### src/rtl/bju_pkg.sv
package bju_pkg;

    typedef enum logic [2:0] {
        K_SJMP,
        K_JZ,
        K_JNZ,
        K_JC,
        K_JNC,
        K_DJNZ,
        K_LJMP,
        K_NONE
    } kind_e;

    localparam logic [7:0] OP_SJMP = 8'h80;
    localparam logic [7:0] OP_JZ   = 8'h60;
    localparam logic [7:0] OP_JNZ  = 8'h70;
    localparam logic [7:0] OP_JC   = 8'h40;
    localparam logic [7:0] OP_JNC  = 8'h50;
    localparam logic [7:0] OP_LJMP = 8'h02;
    localparam logic [4:0] OP_DJNZ_HI = 5'b11011;

endpackage

### src/rtl/bju_decode.sv
module bju_decode
    import bju_pkg::*;
#(
    parameter int D_W = 8
) (
    input  logic [D_W-1:0] opcode,
    output kind_e          kind,
    output logic [1:0]     len
);

    always_comb begin
        if (opcode[7:3] == OP_DJNZ_HI) begin
            kind = K_DJNZ;
        end else begin
            unique case (opcode)
                OP_SJMP: kind = K_SJMP;
                OP_JZ:   kind = K_JZ;
                OP_JNZ:  kind = K_JNZ;
                OP_JC:   kind = K_JC;
                OP_JNC:  kind = K_JNC;
                OP_LJMP: kind = K_LJMP;
                default: kind = K_NONE;
            endcase
        end
    end

    always_comb begin
        unique case (kind)
            K_LJMP:  len = 2'd3;
            K_NONE:  len = 2'd1;
            default: len = 2'd2;
        endcase
    end

endmodule

### src/rtl/bju_eval.sv
module bju_eval
    import bju_pkg::*;
#(
    parameter int D_W = 8
) (
    input  kind_e          kind,
    input  logic [D_W-1:0] acc,
    input  logic           carry,
    input  logic [D_W-1:0] reg_val,
    output logic           take,
    output logic           we,
    output logic [D_W-1:0] wdata
);

    logic [D_W-1:0] dec_val;
    logic           acc_zero;

    assign dec_val  = reg_val - D_W'(1);
    assign acc_zero = (acc == '0);

    always_comb begin
        we    = 1'b0;
        wdata = '0;
        unique case (kind)
            K_SJMP: take = 1'b1;
            K_JZ:   take = acc_zero;
            K_JNZ:  take = !acc_zero;
            K_JC:   take = carry;
            K_JNC:  take = !carry;
            K_DJNZ: begin
                we    = 1'b1;
                wdata = dec_val;
                take  = (dec_val != '0);
            end
            K_LJMP: take = 1'b1;
            K_NONE: take = 1'b0;
            default: take = 1'b0;
        endcase
    end

endmodule

### src/rtl/bju_target.sv
module bju_target
    import bju_pkg::*;
#(
    parameter int PC_W = 16,
    parameter int D_W  = 8
) (
    input  kind_e           kind,
    input  logic [1:0]      len,
    input  logic            take,
    input  logic [PC_W-1:0] cur_pc,
    input  logic [D_W-1:0]  opnd1,
    input  logic [D_W-1:0]  opnd2,
    output logic [PC_W-1:0] next_pc
);

    localparam int EXT_W = PC_W - D_W;

    logic [PC_W-1:0] seq_pc;
    logic [PC_W-1:0] disp_ext;
    logic [PC_W-1:0] rel_pc;
    logic [PC_W-1:0] abs_pc;

    assign seq_pc   = cur_pc + PC_W'(len);
    assign disp_ext = {{EXT_W{opnd1[D_W-1]}}, opnd1};
    assign rel_pc   = seq_pc + disp_ext;

    generate
        if (PC_W >= 2 * D_W) begin : g_abs_ext
            assign abs_pc = PC_W'({opnd1, opnd2});
        end else begin : g_abs_trunc
            logic [2*D_W-1:0] abs_full;
            assign abs_full = {opnd1, opnd2};
            assign abs_pc   = abs_full[PC_W-1:0];
        end
    endgenerate

    always_comb begin
        if (!take) begin
            next_pc = seq_pc;
        end else if (kind == K_LJMP) begin
            next_pc = abs_pc;
        end else begin
            next_pc = rel_pc;
        end
    end

endmodule

### src/rtl/bju_unit.sv
module bju_unit
    import bju_pkg::*;
#(
    parameter int PC_W  = 16,
    parameter int D_W   = 8,
    parameter int SEL_W = 3
) (
    input  logic             clk,
    input  logic             rst_n,
    input  logic [D_W-1:0]   opcode,
    input  logic [D_W-1:0]   opnd1,
    input  logic [D_W-1:0]   opnd2,
    input  logic [PC_W-1:0]  cur_pc,
    input  logic [D_W-1:0]   acc,
    input  logic             carry,
    input  logic [D_W-1:0]   reg_val,
    output logic [PC_W-1:0]  next_pc,
    output logic             taken,
    output logic             reg_we,
    output logic [D_W-1:0]   reg_wdata,
    output logic [SEL_W-1:0] reg_sel,
    output logic             unsupported
);

    kind_e           kind;
    logic [1:0]      len;
    logic            take;
    logic            we;
    logic [D_W-1:0]  wdata;
    logic [PC_W-1:0] tgt;
    logic [SEL_W-1:0] sel;

    bju_decode #(.D_W(D_W)) u_decode (
        .opcode (opcode),
        .kind   (kind),
        .len    (len)
    );

    bju_eval #(.D_W(D_W)) u_eval (
        .kind    (kind),
        .acc     (acc),
        .carry   (carry),
        .reg_val (reg_val),
        .take    (take),
        .we      (we),
        .wdata   (wdata)
    );

    bju_target #(.PC_W(PC_W), .D_W(D_W)) u_target (
        .kind    (kind),
        .len     (len),
        .take    (take),
        .cur_pc  (cur_pc),
        .opnd1   (opnd1),
        .opnd2   (opnd2),
        .next_pc (tgt)
    );

    assign sel = (kind == K_DJNZ) ? opcode[SEL_W-1:0] : '0;

    always_ff @(posedge clk) begin
        if (!rst_n) begin
            next_pc     <= '0;
            taken       <= 1'b0;
            reg_we      <= 1'b0;
            reg_wdata   <= '0;
            reg_sel     <= '0;
            unsupported <= 1'b0;
        end else begin
            next_pc     <= tgt;
            taken       <= take;
            reg_we      <= we;
            reg_wdata   <= wdata;
            reg_sel     <= sel;
            unsupported <= (kind == K_NONE);
        end
    end

endmodule

### config.mk
export PLATFORM = sky130hd
export DESIGN_NAME = bju_unit
export DESIGN_NICKNAME = d
export VERILOG_FILES = /design/src/rtl/bju_pkg.sv /design/src/rtl/bju_decode.sv /design/src/rtl/bju_eval.sv /design/src/rtl/bju_target.sv /design/src/rtl/bju_unit.sv
export SDC_FILE = /design/constraint.sdc
export NUM_CORES = 1
export LEC_CHECK = 0
export BUFFER_PORTS_ARGS = -buffer_cell sky130_fd_sc_hd__buf_2
export CAP_MARGIN = 20
export CORE_ASPECT_RATIO = 1.5
export CORE_MARGIN = 2
export CORE_UTILIZATION = 50
export CTS_CLUSTER_DIAMETER = 80
export DETAILED_ROUTE_END_ITERATION = 12
export GPL_ROUTABILITY_DRIVEN = 1
export PLACE_DENSITY = 0.86
export REMOVE_ABC_BUFFERS = 1
export SLEW_MARGIN = 10
export SYNTH_ARGS = -nofsm -noshare
export SYNTH_HDL_FRONTEND = slang
export SYNTH_SLANG_ARGS = --single-unit
### constraint.sdc
create_clock -name clk -period 5.42 [get_ports clk]
set_input_delay 0.542 -clock clk [delete_from_list [all_inputs] [get_ports clk]]
set_output_delay 0.542 -clock clk [all_outputs]
set_load 0.02 [all_outputs]
==> impl_metrics.yaml, run 1 <==
floorplanning:
  io_pins: 89
  dieWidth_um: 60.55
  dieArea_um2: 5378
  start_util: 0.5238
  core_region_area_um2: 4579
  num_rows: 30
  die_h_um: 88.83
finish:
  n_antenna_cell: 0
  final_area_um2: 2993
  num-nets-final: 476
  post-route-util: 0.6536
  final_cell_count_no_fill: 458
  syn_to_final_growth_pct: 24.78
  drive_gt1_frac: 0.2640
worst_setup_path:
  crit_type: "in -> reg"
  cp_max_fo: 6
  crit_family: "compound AO/OA/AOI/OAI gates"
  end_kind: "register"
  start_kind: "primary input"
  cp_num_buf_inv: 2
  path_cells: "buf_2 > nor3_1 > nand3_1 > nand2b_1 > a31oi_1 > inv_1 > ha_1 > a21oi_1 > nor2_1 > nand2_1 > xnor2_1 > ha_1 > a21o_1 > a21o_1 > a211oi_1 > a211oi_1 > o211ai_1 > a2111oi_2 > o41a_1"
  critPathArrivalTime_ns: 4.64
  slowest_stage: "nor3_1"
  critPathLaunch: "opcode[0]"
  critPathRequiredTime_ns: 5.60
  slowest_delay_ns: 0.47
route:
  drt_first_pass_iters: 4
  vias: 2607
  viasPerCell: 5.692
  drtIter0Drc: 144
  avgRoutedWirePerCell_um: 14.12
  drcViolationCount: 0
  final_antenna_net_count: 0
  wl_um: 6468
sta:
  slew_headroom: 0.5161
  finalHoldViolCount: 0
  layout_setup_ws_ns: 0.9518
  max_freq_mhz: 223.8
  slew_viol_final: 0
  period_share: 0.8244
  worst_pin_slew_ns: 0.7237
  rsz0062_at_grt: "false"
  setup_violations: 0
  fin_tns_setup_ns: 0
  period_minus_slack_ns: 4.468
synthesis:
  yosys.area_share.simple: 0.2332
  synth_mux_area_frac: 0
  synth_ff_type: "dfxtp_1"
  synthTopCellsByArea: "dfxtp_1 25%, ha_1 11%, xnor2_1 7.3%, nand2_1 6.4%, nor2_1 5.5%"
  synth_top_family_by_area: "compound AO/OA/AOI/OAI gates"
  ys_seq_area_frac: 0.2504
  synth_most_common_cell: "nand2_1"
  syn_area_per_cell_um2: 7.890
  synthCells: 304
  synth-compound-area-share: 0.2374
  synth_area_leader_cell: "dfxtp_1"
  synth_common_cells: "41 x nand2_1, 35 x nor2_1, 30 x dfxtp_1"
  yosys_warnings: 0
  synth-xor-area-share: 0.1168
  async_flop_share: 0
  netlist.area_leader.share: 0.2504
  ys_types: 49
  synth_fa_ha_area_frac: 0.1315
  synth_edf_count: 0
  synth-seq-cells: 30
  syn-cell-area_um2: 2399
cts:
  clk_pin_slew_ns: 0.07
  ctsResizeCount: 0
  cts_buffers: 5
  post_cts_buffers: 0
  clk_path_buf_depth: 2
  ctsHoldBuffers: 0
  cts.sinks: 30
  cts_max_level: 2
  ctsRootBufferMaster: "clkbuf_8"
  cts_tree: "yes"
power_and_ir_drop:
  power_density_nw_per_um2: 212.6
  leakage_uw: 0.001468
  vdd.ir_drop.worst_uv: 88.02
worst_hold_path:
  min_from: "opcode[0]"
  hold_class: "in -> reg"
grt:
  grt_pass1_wl_um: 10520
  grt_pass1_vias: 2459
  gr-total-overflow: 0
  grt_usage: 0.2528
  antenna_found_initial: 0
  grt_max_degree: 33
placement:
  gp_congestion: 0.9542
  numPortBuffers: 88
  placed_cell_area_um2: 2902
  place_ws_ns: 0.7190
  dp.final_hpwl_um: 5131
  dp_cells: 450
job:
  maxCapViolCount: 0
run_status:
  status: "finished, final reports clean"
[metrics by stage]
stage / total power (uW) / hold WS [ns]
after global placement: 446.1 / 0.7976
after floorplan: 379.7 / 0.6144
final: 636.2 / 0.5004
after detailed placement: 450.7 / 0.7897
after global routing: 672.5 / 0.5088
after CTS: 633.7 / 0.5015
[cell families after synthesis]
logic type	count (synthesis)
AOI/OAI and AO/OA	80
adders and majority gates	24
xor gates and xnor gates	32
buffers and inverters	19
DFF	30
and+or+nand+nor	119
[metal layers]
metal,global-route usage,vias to the layer above,part of all wire
li1,-,1275,-
met2,0.4407,124,0.49
met1,0.2769,1179,0.39
met3,0.03801,29,0.068
met4,0.1621,0,0.053
met5,0,-,0
[where the power goes]
group	switching, uW	internal (uW)	total [uW]
clock	84.9	102	187
combinational	123	91.4	214
sequential	2.59	232	235
[cell usage in the layout, fill, tap and decap left out, drive strengths merged, types with 9 or more instances in the layout]
master and instances:
inv 11, a21oi 15, xnor2 20, dfxtp 30, ha 22, buf 90, nand2 41, nor2 35
nand3 9, o21ai 14, xor2 12
[layout make-up]
| cell class | count | area (um^2) |
|---|---|---|
| multi-input cells | 255 | 1724 |
| well taps | 64 | 80.08 |
| inverters | 11 | 41.29 |
| fillers | 383 | 1587 |
| clock inverters | 1 | 5.005 |
| flip-flops and latches | 30 | 600.6 |
| repair buffers | 90 | 455.4 |
| clock buffers | 7 | 86.33 |
[registers in the layout (all words and copies together) (netlist names)]
signal	flops
reg_wdata	8
next_pc	16
unsupported	1
reg_sel	3
reg_we	1
taken	1
[final timing paths]
check	end	slack (ns)	depth (start not counted)
max	next_pc[15]	0.95	19
min	reg_sel[0]	0.50	2
Power figures use the tool's default switching activity.
==> run 2, diff against run 1 <==
==> constraint.sdc (replaced) <==
create_clock -name clk -period 4.5 [get_ports clk]
set_input_delay 0.45 -clock clk [delete_from_list [all_inputs] [get_ports clk]]
set_output_delay 0.45 -clock clk [all_outputs]
set_load 0.02 [all_outputs]
==> run 2 against run 1 <==
Non-clock buffer count grew 4. Total power grew 17%. Die area is the same.
==> impl_metrics.yaml, run 2 (synthesis results as in run 1) <==
floorplanning:
  core_region_area_um2: 4579
  start_util: 0.5238
  dieArea_um2: 5378
  io_pins: 89
  dieWidth_um: 60.55
  die_h_um: 88.83
  num_rows: 30
power_and_ir_drop:
  pwr-share-comb: 0.348
  leakage_uw: 0.001485
  p_switching_uw: 248.1
  switching_share: 0.3337
  power_density_nw_per_um2: 246.9
  clockPowerShare: 0.272
  p_int_uw: 495.2
  vdd.ir_drop.worst_uv: 93.30
  seqPwrFrac: 0.380
sta:
  slew_headroom: 0.4440
  slew_viol_final: 0
  finalHoldViolCount: 0
  worst_pin_slew_ns: 0.8340
  max_freq_mhz: 238.4
  period_share: 0.9323
  fin_tns_setup_ns: 0
  period_minus_slack_ns: 4.195
  setup_violations: 0
  layout_setup_ws_ns: 0.3048
  rsz0062_at_grt: "false"
cts:
  cts_tree: "yes"
  cts.sinks: 30
  cts_buffers: 5
  ctsResizeCount: 0
  cts_max_level: 2
  clk_pin_slew_ns: 0.06
  clk_path_buf_depth: 2
  ctsRootBufferMaster: "clkbuf_8"
  ctsHoldBuffers: 0
  post_cts_buffers: 0
finish:
  fillers: 382
  final_cell_count_no_fill: 461
  syn_to_final_growth_pct: 25.51
  reg_top3: "next_pc: 16 flops, reg_wdata: 8 flops, reg_sel: 3 flops"
  num-nets-final: 480
  drive_gt1_frac: 0.2720
  layout_commonest_cell: "buf_2"
  final_cell_mix: "88 x buf_2, 41 x nand2_1, 35 x nor2_1, 30 x dfxtp_1, 22 x ha_1"
  largest_reg_flops: 16
  max_flop_register: "next_pc"
  n_antenna_cell: 0
worst_hold_path:
  holdPathEnd: "reg_sel[0]"
  min_from: "opcode[0]"
  hold_class: "in -> reg"
  holdPathStages: 2
placement:
  gp_congestion: 0.9036
  dp.final_hpwl_um: 5091
  numPortBuffers: 88
  place_ws_ns: 0.06526
  dp_cells: 454
route:
  drt_first_pass_iters: 4
  drtIter0Drc: 108
  vias: 2545
  final_antenna_net_count: 0
  drcViolationCount: 0
  viasPerCell: 5.521
  avgRoutedWirePerCell_um: 13.61
  wl_um: 6272
worst_setup_path:
  crit_type: "in -> reg"
  cp_max_fo: 7
  slowest_stage: "a21oi_1"
  slowest_delay_ns: 0.41
  end_kind: "register"
  path_cells: "buf_2 > nor2_1 > nand3_1 > nand2b_1 > a31oi_1 > inv_1 > ha_1 > a21oi_1 > nor2_1 > nand2_1 > xnor2_1 > ha_1 > a21o_1 > a21o_1 > a211oi_1 > a211oi_1 > o211ai_1 > a2111oi_2 > o41a_1"
  crit_family: "compound AO/OA/AOI/OAI gates"
  cp_num_buf_inv: 2
  critPathRequiredTime_ns: 4.67
  critPathArrivalTime_ns: 4.37
  start_kind: "primary input"
grt:
  grt_pass1_wl_um: 10300
  gr-total-overflow: 0
  grt_pass1_vias: 2438
  grt_max_degree: 22
  grt_usage: 0.2487
  antenna_found_initial: 0
job:
  maxCapViolCount: 0
run_status:
  status: "finished, final reports clean"
[run 2: worst max-delay path by stage]
| stage | slack [ns] | start | depth (start not counted) | endpoint |
|---|---|---|---|---|
| 2_1_floorplan | 0.48 | opcode[3] | 18 | next_pc[15] |
| 3_3_place_gp | 0.17 | opcode[4] | 19 | next_pc[15] |
| 3_5_place_dp | 0.07 | opcode[1] | 19 | next_pc[15] |
| 4_1_cts | 0.37 | opcode[1] | 19 | next_pc[15] |
| 5_1_grt | 0.03 | opcode[5] | 17 | next_pc[15] |
| 6_report | 0.30 | opcode[1] | 19 | next_pc[15] |
[run 2: per-layer routing]
layer  vias to the layer above  GRT usage  routed length (um)
met2                        87     0.4447                3179
met4                         0     0.1304                 208
met1                      1151     0.2805                2574
met5                         -          0                   0
li1                       1289          -                   -
met3                        18    0.02924                 310
[run 2: power by group through the flow]
stage               Sequential (uW)  Combinational, uW  Clock [uW]
floorplan                       307                151           0
global placement                288                251           0
detailed placement              288                257           0
CTS                             283                257         204
global route                    284                291         215
finish                          282                259         202
[run 2: layout make-up]
| type | count | area, um^2 | area share |
|---|---|---|---|
| multi-input combinational | 255 | 1724 | 0.5727 |
| sequential | 30 | 600.6 | 0.1995 |
| timing repair buffer | 94 | 485.5 | 0.1613 |
| tap | 64 | 80.08 | 0.02660 |
| clock buffer | 5 | 68.82 | 0.02286 |
| inverter | 11 | 41.29 | 0.01372 |
| clock inverter | 2 | 10.01 | 0.003325 |
[run 2: through the flow]
| step | utilization | cell area (um^2) | hold slack, ns | total power (uW) |
|---|---|---|---|---|
| 6_report | 0.6574 | 3010 | 0.4131 | 743.3 |
| 5_1_grt | 0.6574 | 3010 | 0.4279 | 790.1 |
| 4_1_cts | 0.6574 | 3010 | 0.4130 | 743.6 |
| 3_5_place_dp | 0.6402 | 2932 | 0.7022 | 545.0 |
| 3_3_place_gp | 0.6402 | 2932 | 0.6997 | 539.4 |
| 2_1_floorplan | - | 2366 | 0.5224 | 457.4 |
